==> config.mk <==
export PLATFORM = sky130hd
export DESIGN_NAME = dring_pipe_seq
export DESIGN_NICKNAME = d
export VERILOG_FILES = /design/src/rtl/dps_pkg.sv /design/src/rtl/dps_regs.sv /design/src/rtl/dps_step.sv /design/src/rtl/dps_walker.sv /design/src/rtl/dring_pipe_seq.sv
export SDC_FILE = /design/constraint.sdc
export NUM_CORES = 1
export LEC_CHECK = 0
export ABC_CLOCK_PERIOD_IN_PS = 5200
export BUFFER_PORTS_ARGS = -buffer_cell sky130_fd_sc_hd__buf_2
export CAP_MARGIN = 15
export CORE_AREA = 2 2 155 112
export DETAILED_ROUTE_END_ITERATION = 8
export DIE_AREA = 0 0 157 114
export PLACE_DENSITY_LB_ADDON = 0.3
export SLEW_MARGIN = 20
export SYNTH_ARGS = -nofsm -noshare
export SYNTH_HDL_FRONTEND = slang
export SYNTH_HIERARCHICAL = 1
export SYNTH_SLANG_ARGS = --single-unit
==> constraint.sdc <==
create_clock -name clk -period 5.2 [get_ports clk]
set_input_delay 1.04 -clock clk [delete_from_list [all_inputs] [get_ports clk]]
set_output_delay 1.04 -clock clk [all_outputs]
set_load 0.005 [all_outputs]
==> src/rtl/dps_pkg.sv <==
package dps_pkg;

   typedef enum logic [1:0] {
      WS_IDLE,
      WS_WAIT,
      WS_SEND,
      WS_DONE
   } walk_st_e;

   typedef struct packed {
      logic [15:0] flags;
      logic [15:0] bytes;
      logic [31:0] addr;
   } ring_desc_t;

   localparam int unsigned DESC_BYTES = 8;

   localparam int unsigned FLG_IRQ   = 15;
   localparam int unsigned FLG_EOT   = 14;
   localparam int unsigned FLG_EOB   = 13;
   localparam int unsigned FLG_FENCE = 12;

   localparam logic [2:0] RA_CTRL  = 3'd0;
   localparam logic [2:0] RA_PRST  = 3'd1;
   localparam logic [2:0] RA_HALT  = 3'd2;
   localparam logic [2:0] RA_BELL  = 3'd3;
   localparam logic [2:0] RA_BASE  = 3'd4;
   localparam logic [2:0] RA_SIZE  = 3'd5;

   localparam int unsigned CTL_EN  = 1;
   localparam int unsigned CTL_DIR = 3;

endpackage

==> src/rtl/dps_regs.sv <==
module dps_regs
   import dps_pkg::*;
#(
   parameter int unsigned OFS_W          = 16,
   parameter int unsigned DEF_RING_BYTES = 64,
   localparam int unsigned SZ_W          = OFS_W + 1
) (
   input  logic             clk,
   input  logic             rst_n,
   input  logic             we,
   input  logic [2:0]       addr,
   input  logic [31:0]      wdata,
   output logic             srst,
   output logic             en,
   output logic             to_mem,
   output logic             halt,
   output logic [OFS_W-1:0] bell,
   output logic [31:0]      base,
   output logic [SZ_W-1:0]  rsize
);

   localparam logic [SZ_W-1:0] SIZE_RST = SZ_W'(DEF_RING_BYTES);

   always_ff @(posedge clk or negedge rst_n) begin
      if (!rst_n) begin
         srst <= 1'b0;
      end else if (we && addr == RA_PRST) begin
         srst <= wdata[0];
      end
   end

   always_ff @(posedge clk or negedge rst_n) begin
      if (!rst_n) begin
         en     <= 1'b0;
         to_mem <= 1'b0;
         halt   <= 1'b0;
         bell   <= '0;
         base   <= '0;
         rsize  <= SIZE_RST;
      end else if (srst) begin
         en     <= 1'b0;
         to_mem <= 1'b0;
         halt   <= 1'b0;
         bell   <= '0;
         base   <= '0;
         rsize  <= SIZE_RST;
      end else if (we) begin
         case (addr)
            RA_CTRL: begin
               en     <= wdata[CTL_EN];
               to_mem <= wdata[CTL_DIR];
            end
            RA_HALT: halt  <= wdata[0];
            RA_BELL: bell  <= wdata[OFS_W-1:0];
            RA_BASE: base  <= wdata;
            RA_SIZE: rsize <= wdata[SZ_W-1:0];
            default: ;
         endcase
      end
   end

endmodule

==> src/rtl/dps_step.sv <==
module dps_step
   import dps_pkg::*;
#(
   parameter int unsigned OFS_W = 16,
   localparam int unsigned SZ_W = OFS_W + 1
) (
   input  logic [OFS_W-1:0] ofs,
   input  logic [SZ_W-1:0]  rsize,
   output logic [OFS_W-1:0] nxt
);

   logic [SZ_W-1:0] sum;

   always_comb begin
      sum = {1'b0, ofs} + SZ_W'(DESC_BYTES);
      nxt = (sum >= rsize) ? '0 : sum[OFS_W-1:0];
   end

endmodule

==> src/rtl/dps_walker.sv <==
module dps_walker
   import dps_pkg::*;
#(
   parameter int unsigned OFS_W = 16,
   localparam int unsigned SZ_W = OFS_W + 1
) (
   input  logic             clk,
   input  logic             rst_n,
   input  logic             srst,
   input  logic             en,
   input  logic             halt,
   input  logic             to_mem,
   input  logic [OFS_W-1:0] bell,
   input  logic [31:0]      base,
   input  logic [SZ_W-1:0]  rsize,
   input  logic [63:0]      mem_rd_data,
   input  logic             xfer_ready,
   output logic             mem_rd_en,
   output logic [31:0]      mem_rd_addr,
   output logic             xfer_valid,
   output logic [31:0]      xfer_addr,
   output logic [15:0]      xfer_bytes,
   output logic             xfer_to_mem,
   output logic             xfer_eob,
   output logic             xfer_fence,
   output logic             ev_desc_done,
   output logic             ev_xfer_end,
   output logic             ev_no_desc,
   output logic [OFS_W-1:0] cur_ofs
);

   localparam int unsigned NUM_EV = 2;
   localparam logic [4*NUM_EV-1:0] EV_POS = {4'(FLG_EOT), 4'(FLG_IRQ)};

   walk_st_e        st_q;
   logic [OFS_W-1:0] ofs_q;
   logic [OFS_W-1:0] ofs_nxt;
   ring_desc_t      dsc_q;
   logic            dir_q;
   logic            go;
   logic            done;
   logic [NUM_EV-1:0] ev_vec;

   dps_step #(.OFS_W(OFS_W)) u_step (
      .ofs   (ofs_q),
      .rsize (rsize),
      .nxt   (ofs_nxt)
   );

   assign go   = en && !halt && (ofs_q != bell);
   assign done = (st_q == WS_DONE);

   always_ff @(posedge clk or negedge rst_n) begin
      if (!rst_n) begin
         st_q  <= WS_IDLE;
         ofs_q <= '0;
         dsc_q <= '0;
         dir_q <= 1'b0;
      end else if (srst) begin
         st_q  <= WS_IDLE;
         ofs_q <= '0;
         dsc_q <= '0;
         dir_q <= 1'b0;
      end else begin
         case (st_q)
            WS_IDLE: if (go) st_q <= WS_WAIT;
            WS_WAIT: begin
               dsc_q <= ring_desc_t'(mem_rd_data);
               dir_q <= to_mem;
               st_q  <= (mem_rd_data[47:32] != 16'd0) ? WS_SEND : WS_DONE;
            end
            WS_SEND: if (xfer_ready) st_q <= WS_DONE;
            WS_DONE: begin
               ofs_q <= ofs_nxt;
               st_q  <= WS_IDLE;
            end
            default: st_q <= WS_IDLE;
         endcase
      end
   end

   generate
      for (genvar gi = 0; gi < NUM_EV; gi++) begin : g_ev
         assign ev_vec[gi] = done && dsc_q.flags[EV_POS[gi*4 +: 4]];
      end
   endgenerate

   assign mem_rd_en    = (st_q == WS_IDLE) && go && !srst;
   assign mem_rd_addr  = base + 32'(ofs_q);
   assign xfer_valid   = (st_q == WS_SEND);
   assign xfer_addr    = dsc_q.addr;
   assign xfer_bytes   = dsc_q.bytes;
   assign xfer_to_mem  = dir_q;
   assign xfer_eob     = dsc_q.flags[FLG_EOB];
   assign xfer_fence   = dsc_q.flags[FLG_FENCE];
   assign ev_desc_done = ev_vec[0];
   assign ev_xfer_end  = ev_vec[1];
   assign ev_no_desc   = done && (ofs_nxt == bell);
   assign cur_ofs      = ofs_q;

   AST_REQ_HOLD: assert property (@(posedge clk) disable iff (!rst_n || srst)
      xfer_valid && !xfer_ready |=> xfer_valid && $stable(xfer_addr) && $stable(xfer_bytes));

   AST_ZERO_NO_REQ: assert property (@(posedge clk) disable iff (!rst_n)
      xfer_valid |-> xfer_bytes != 16'd0);

   AST_OFS_ALIGN: assert property (@(posedge clk) disable iff (!rst_n)
      ofs_q[2:0] == 3'd0);

   AST_OFS_MOVES_ON_DONE: assert property (@(posedge clk) disable iff (!rst_n)
      (ofs_q != $past(ofs_q)) |-> ($past(st_q) == WS_DONE || $past(srst)));

endmodule

==> src/rtl/dring_pipe_seq.sv <==
module dring_pipe_seq
   import dps_pkg::*;
#(
   parameter int unsigned OFS_W          = 16,
   parameter int unsigned DEF_RING_BYTES = 64
) (
   input  logic             clk,
   input  logic             rst_n,
   input  logic             reg_we,
   input  logic [2:0]       reg_addr,
   input  logic [31:0]      reg_wdata,
   output logic [OFS_W-1:0] cur_ofs,
   output logic             mem_rd_en,
   output logic [31:0]      mem_rd_addr,
   input  logic [63:0]      mem_rd_data,
   output logic             xfer_valid,
   input  logic             xfer_ready,
   output logic [31:0]      xfer_addr,
   output logic [15:0]      xfer_bytes,
   output logic             xfer_to_mem,
   output logic             xfer_eob,
   output logic             xfer_fence,
   output logic             ev_desc_done,
   output logic             ev_xfer_end,
   output logic             ev_no_desc
);

   localparam int unsigned SZ_W = OFS_W + 1;

   generate
      if (OFS_W < 4 || OFS_W > 31) begin : g_bad_ofs
         $error("OFS_W out of range");
      end
      if (DEF_RING_BYTES % DESC_BYTES != 0 || DEF_RING_BYTES == 0 ||
          DEF_RING_BYTES > (1 << OFS_W)) begin : g_bad_ring
         $error("DEF_RING_BYTES must be a non-zero multiple of 8 within the offset range");
      end
   endgenerate

   logic             srst;
   logic             en;
   logic             to_mem;
   logic             halt;
   logic [OFS_W-1:0] bell;
   logic [31:0]      base;
   logic [SZ_W-1:0]  rsize;

   dps_regs #(.OFS_W(OFS_W), .DEF_RING_BYTES(DEF_RING_BYTES)) u_regs (
      .clk    (clk),
      .rst_n  (rst_n),
      .we     (reg_we),
      .addr   (reg_addr),
      .wdata  (reg_wdata),
      .srst   (srst),
      .en     (en),
      .to_mem (to_mem),
      .halt   (halt),
      .bell   (bell),
      .base   (base),
      .rsize  (rsize)
   );

   dps_walker #(.OFS_W(OFS_W)) u_walk (
      .clk          (clk),
      .rst_n        (rst_n),
      .srst         (srst),
      .en           (en),
      .halt         (halt),
      .to_mem       (to_mem),
      .bell         (bell),
      .base         (base),
      .rsize        (rsize),
      .mem_rd_data  (mem_rd_data),
      .xfer_ready   (xfer_ready),
      .mem_rd_en    (mem_rd_en),
      .mem_rd_addr  (mem_rd_addr),
      .xfer_valid   (xfer_valid),
      .xfer_addr    (xfer_addr),
      .xfer_bytes   (xfer_bytes),
      .xfer_to_mem  (xfer_to_mem),
      .xfer_eob     (xfer_eob),
      .xfer_fence   (xfer_fence),
      .ev_desc_done (ev_desc_done),
      .ev_xfer_end  (ev_xfer_end),
      .ev_no_desc   (ev_no_desc),
      .cur_ofs      (cur_ofs)
   );

   AST_NO_READ_WHEN_OFF: assert property (@(posedge clk) disable iff (!rst_n)
      mem_rd_en |-> en && !halt);

   AST_EMPTY_AT_BELL: assert property (@(posedge clk) disable iff (!rst_n || srst)
      ev_no_desc |=> cur_ofs == $past(bell));

   AST_PRST_CLEARS: assert property (@(posedge clk) disable iff (!rst_n)
      srst |=> cur_ofs == '0 && !xfer_valid);

endmodule

==> results.sh <==
export IMPL_status="complete, but fails checks"
export IMPL_failed_checks="setup timing"
export IMPL_slowest_delay_ns=0.56
export IMPL_finalMaxSlewViolations=0
export IMPL_first_pass_iters=5
export IMPL_rr_worst_depth=13
export IMPL_num_rows=40
export IMPL_tightestPinTransition_ns=0.933
export IMPL_synthDistinctLibCells=56
export IMPL_die_h_um=114
export IMPL_ant_nets=0
export IMPL_synth_seq_cells=140
export IMPL_critPathSlowestCell="or4b_4"
export IMPL_slew_headroom=0.378
export IMPL_power_leakage_nw=5.38
export IMPL_syn_nets=1014
export IMPL_ys_seq_area_frac=0.395
export IMPL_finalWorstSetupSlack_ns=-0.0373
export IMPL_power_density_nw_per_um2=334
export IMPL_async_reset_ff_frac=1.00
export IMPL_post_route_drc_count=0
export IMPL_critical_path_class="reg2out"
export IMPL_cts_root_buf="clkbuf_16"
export IMPL_cts_max_path_buffers=2
export IMPL_cp_max_fo=9
export IMPL_post_route_util=0.626
export IMPL_drt_iter0_drc=510
export IMPL_vias=6661
export IMPL_critPathArrivalTime_ns=4.20
export IMPL_yosysWarnings=6
export IMPL_io_pins=207
export IMPL_track_usage=0.241
export IMPL_cp_buffers_inverters=4
export IMPL_avgViaCountPerCell=5.30
export IMPL_cts_clk_slew_worst_paths_ns=0.06
export IMPL_grt_pass1_vias=6391
export IMPL_hold_path_class="reg2reg"
export IMPL_die_x_um=157
export IMPL_whs_path_depth=2
export IMPL_die_area_um2=17900
export IMPL_synth_edf_count=0
export IMPL_hp_start="u_walk/xfer_addr[9]"
export IMPL_timing_rr_start="u_walk/cur_ofs[3]"
export IMPL_startpoint_type="register"
export IMPL_r2r_end="u_walk/cur_ofs[4]"
export IMPL_io_buffers=194
export IMPL_rsz0062_at_grt="true"
export IMPL_dp_cells=1225
export IMPL_wl_per_cell_um=16.7
export IMPL_period_minus_slack_ns=5.24
export IMPL_clock_sinks=140
export IMPL_syn_to_final_growth_pct=17.0
export IMPL_avgSynthCellArea_um2=10.2
export IMPL_finalCritPeriodShare=1.01
export IMPL_hold_violations=0
export IMPL_crit_family="simple AND/OR/NAND/NOR gates"
export IMPL_drive_above_1_share=0.260
export IMPL_syn_area_um2=8870
export IMPL_r2r_slack_ns=1.93
export IMPL_gp_congestion=0.945
export IMPL_grt_overflow=0
export IMPL_fmax_ghz=0.191
export IMPL_wirelength_mm=20.9
export IMPL_crit_path_frequent_cell="nand4_1"
export IMPL_cts_htree_levels=4
export IMPL_hpwl_mm=15.1
export IMPL_grt_pass1_wl_mm=33.6
export IMPL_cts_tree="built"
export IMPL_postSynthCellCount=872
export IMPL_layout_cells_non_filler=1257
export IMPL_antenna_found_initial=0
export IMPL_cp_end_kind="primary output"
export IMPL_ir_drop_mv=0.241
export IMPL_fillers=1400
export IMPL_initial_core_util=0.535
export IMPL_pre_cts_slack_ns=0.171
export IMPL_drv_cap=0
export IMPL_seq_area_um2=3510
export IMPL_clkLatencyLatePin_ns=0.42
export IMPL_fin_nets=1156
export IMPL_core_area_um2=16600
export IMPL_critPathRequiredTime_ns=4.16
export IMPL_synthFlopType="dfrtp_1"
export IMPL_numCtsBuffers=17
export IMPL_finClkSkew_ns=0.00889
export IMPL_min_to="u_walk/xfer_addr[9]"
export IMPL_multiInputGateArea_um2=4680
export IMPL_critical_path_cell_chain="buf_4, nand4_1, nor3_1, xnor2_1, inv_1, ha_1, nand4_1, or4b_4, o211ai_4, buf_6, a211oi_1, xnor2_1, nand4_1, nor4_4, buf_2"
export IMPL_grt_max_degree=106
export IMPL_antennaDiodeCount=0
export IMPL_setup_viol=1
==> state kept, by name, summed over array words and instances (netlist names) <==
signal              cells
u_regs/bell            16
u_walk/xfer_to_mem      1
u_walk/xfer_eob         1
u_regs/srst             1
u_walk/st_q             2
u_walk/xfer_bytes      16
u_regs/halt             1
u_regs/base            32
u_regs/rsize           17
u_walk/xfer_fence       1
u_walk/cur_ofs         16
u_regs/to_mem           1
u_walk/dsc_q            2
u_walk/xfer_addr       32
u_regs/en               1
==> logic make-up (layout without fill, tap and decap cells) <==
family	Yosys count	count (layout)	synth area share
AOI/OAI and AO/OA	83	83	0.0671
adders and majority gates	39	39	0.0559
buffers and inverters	126	280	0.0838
muxes	139	139	0.157
DFF	140	140	0.395
xor gates and xnor gates	72	72	0.0711
and+or+nand+nor	273	273	0.170
==> power by group <==
group / switching (mW) / internal (mW)
Combinational: 0.416 / 0.389
Sequential: 0.126 / 1.25
Clock: 0.483 / 0.802
Total: 1.03 / 2.44
==> per-stage QoR <==
| step | hold WS, ns | setup TNS [ns] | cell area [um2] | total power, mW |
|---|---|---|---|---|
| final | 0.510 | -0.0373 | 10400 | 3.46 |
| after global routing | 0.535 | -0.311 | 10400 | 3.64 |
| after CTS | 0.519 | 0 | 10400 | 3.50 |
| after detailed placement | 0.502 | 0 | 9690 | 2.19 |
| after global placement | 0.497 | 0 | 9690 | 2.17 |
| after floorplan | 0.478 | 0 | 8870 | 2.01 |
==> layer usage <==
layer	wire length, um	global-route usage	vias up
met3	1220	0.0528	14
met4	191	0.0648	0
met5	0	0	-
met1	10500	0.352	3201
met2	9090	0.361	220
li1	-	-	3226
==> worst reg2reg max path, cell delays in order, from the launching register on <==
cell	delay [ns]
dfrtp_1	0.36
buf_4	0.19
nand4_1	0.22
nor2_1	0.25
xnor2_1	0.19
inv_1	0.08
ha_1	0.30
a21oi_1	0.18
o21ai_1	0.13
a211o_1	0.44
buf_4	0.23
a211oi_1	0.38
mux2i_1	0.14
nor2_1	0.11
==> area by class of cell <==
cell class,count,area share
Tap cell,231,0.0279
Clock inverter,14,0.0188
Multi-Input combinational cell,606,0.451
Timing Repair Buffer,212,0.109
Inverter,37,0.0134
Sequential cell,140,0.339
Clock buffer,17,0.0410
==> cells in the final DEF (no fill, tap or decap), types with 3 or more instances in the layout <==
master,Yosys,routed
buf_4,49,15
clkbuf_16,0,17
buf_2,5,193
o21a_1,4,4
dfrtp_2,0,3
nor4_1,8,7
nor2b_1,3,3
nand2b_1,101,101
nand3_1,13,13
a211oi_1,20,18
inv_1,37,37
a21o_1,6,6
xor2_1,44,44
o21ai_0,6,6
clkinvlp_4,0,4
nand2_1,19,19
o21bai_1,3,3
nand4_1,12,12
and3_1,6,6
and4_1,6,5
mux2i_1,138,138
buf_6,4,3
and2_1,4,4
nor2_1,80,80
nor3_1,6,5
o2111ai_1,3,3
dfrtp_1,139,135
xnor2_1,28,28
bufinv_16,0,4
a31oi_1,3,3
ha_1,38,36
a21oi_1,24,24
==> repair_timing <==
item                       CTS  global route
pin swaps                   10             2
cloned                       0             0
setup endpoints to repair    1             1
gates resized for setup     12             2
setup buffers                1             0
hold buffers                 0             0
==> Yosys cell counts, drive strengths merged, types with 2 or more instances <==
cell type  count  area [um2]
inv           37         139
xnor2         28         245
xor2          44         385
nand3         13        65.1
o2111ai        3        26.3
nand2         19        71.3
nor4b          2        23.8
nor2b          3        18.8
nor2          80         300
a21o           7        53.8
or4b           2        27.5
a31oi          3        18.8
and2           4        25.0
nand4b         2        17.5
dfrtp        139        3480
nand4         12        75.1
clkbuf        22        83.8
o21ai          9        45.0
and3           6        37.5
o21bai         3        22.5
and4bb         3        37.5
mux2i        138        1380
ha            38         475
o211ai         3        32.5
nor4           8        50.1
a211oi        20         150
and4           6        52.6
a21oi         24         120
nor3b          2        15.0
nand2b       101         632
buf           67         520
o21a           4        30.0
nor3           6        30.0
or4            2        15.0
==> how the worst max path moves through the flow <==
stage	from	to	slack (ns)	depth (start not counted)
2_1_floorplan	u_walk/cur_ofs[3]	ev_no_desc	0.62	15
3_3_place_gp	u_walk/cur_ofs[3]	ev_no_desc	0.16	15
3_5_place_dp	u_walk/cur_ofs[3]	ev_no_desc	0.17	15
4_1_cts	u_walk/cur_ofs[3]	ev_no_desc	0.003	15
5_1_grt	u_walk/cur_ofs[3]	ev_no_desc	-0.31	15
6_report	u_walk/cur_ofs[3]	ev_no_desc	-0.04	15
Power figures use the tool's default switching activity.
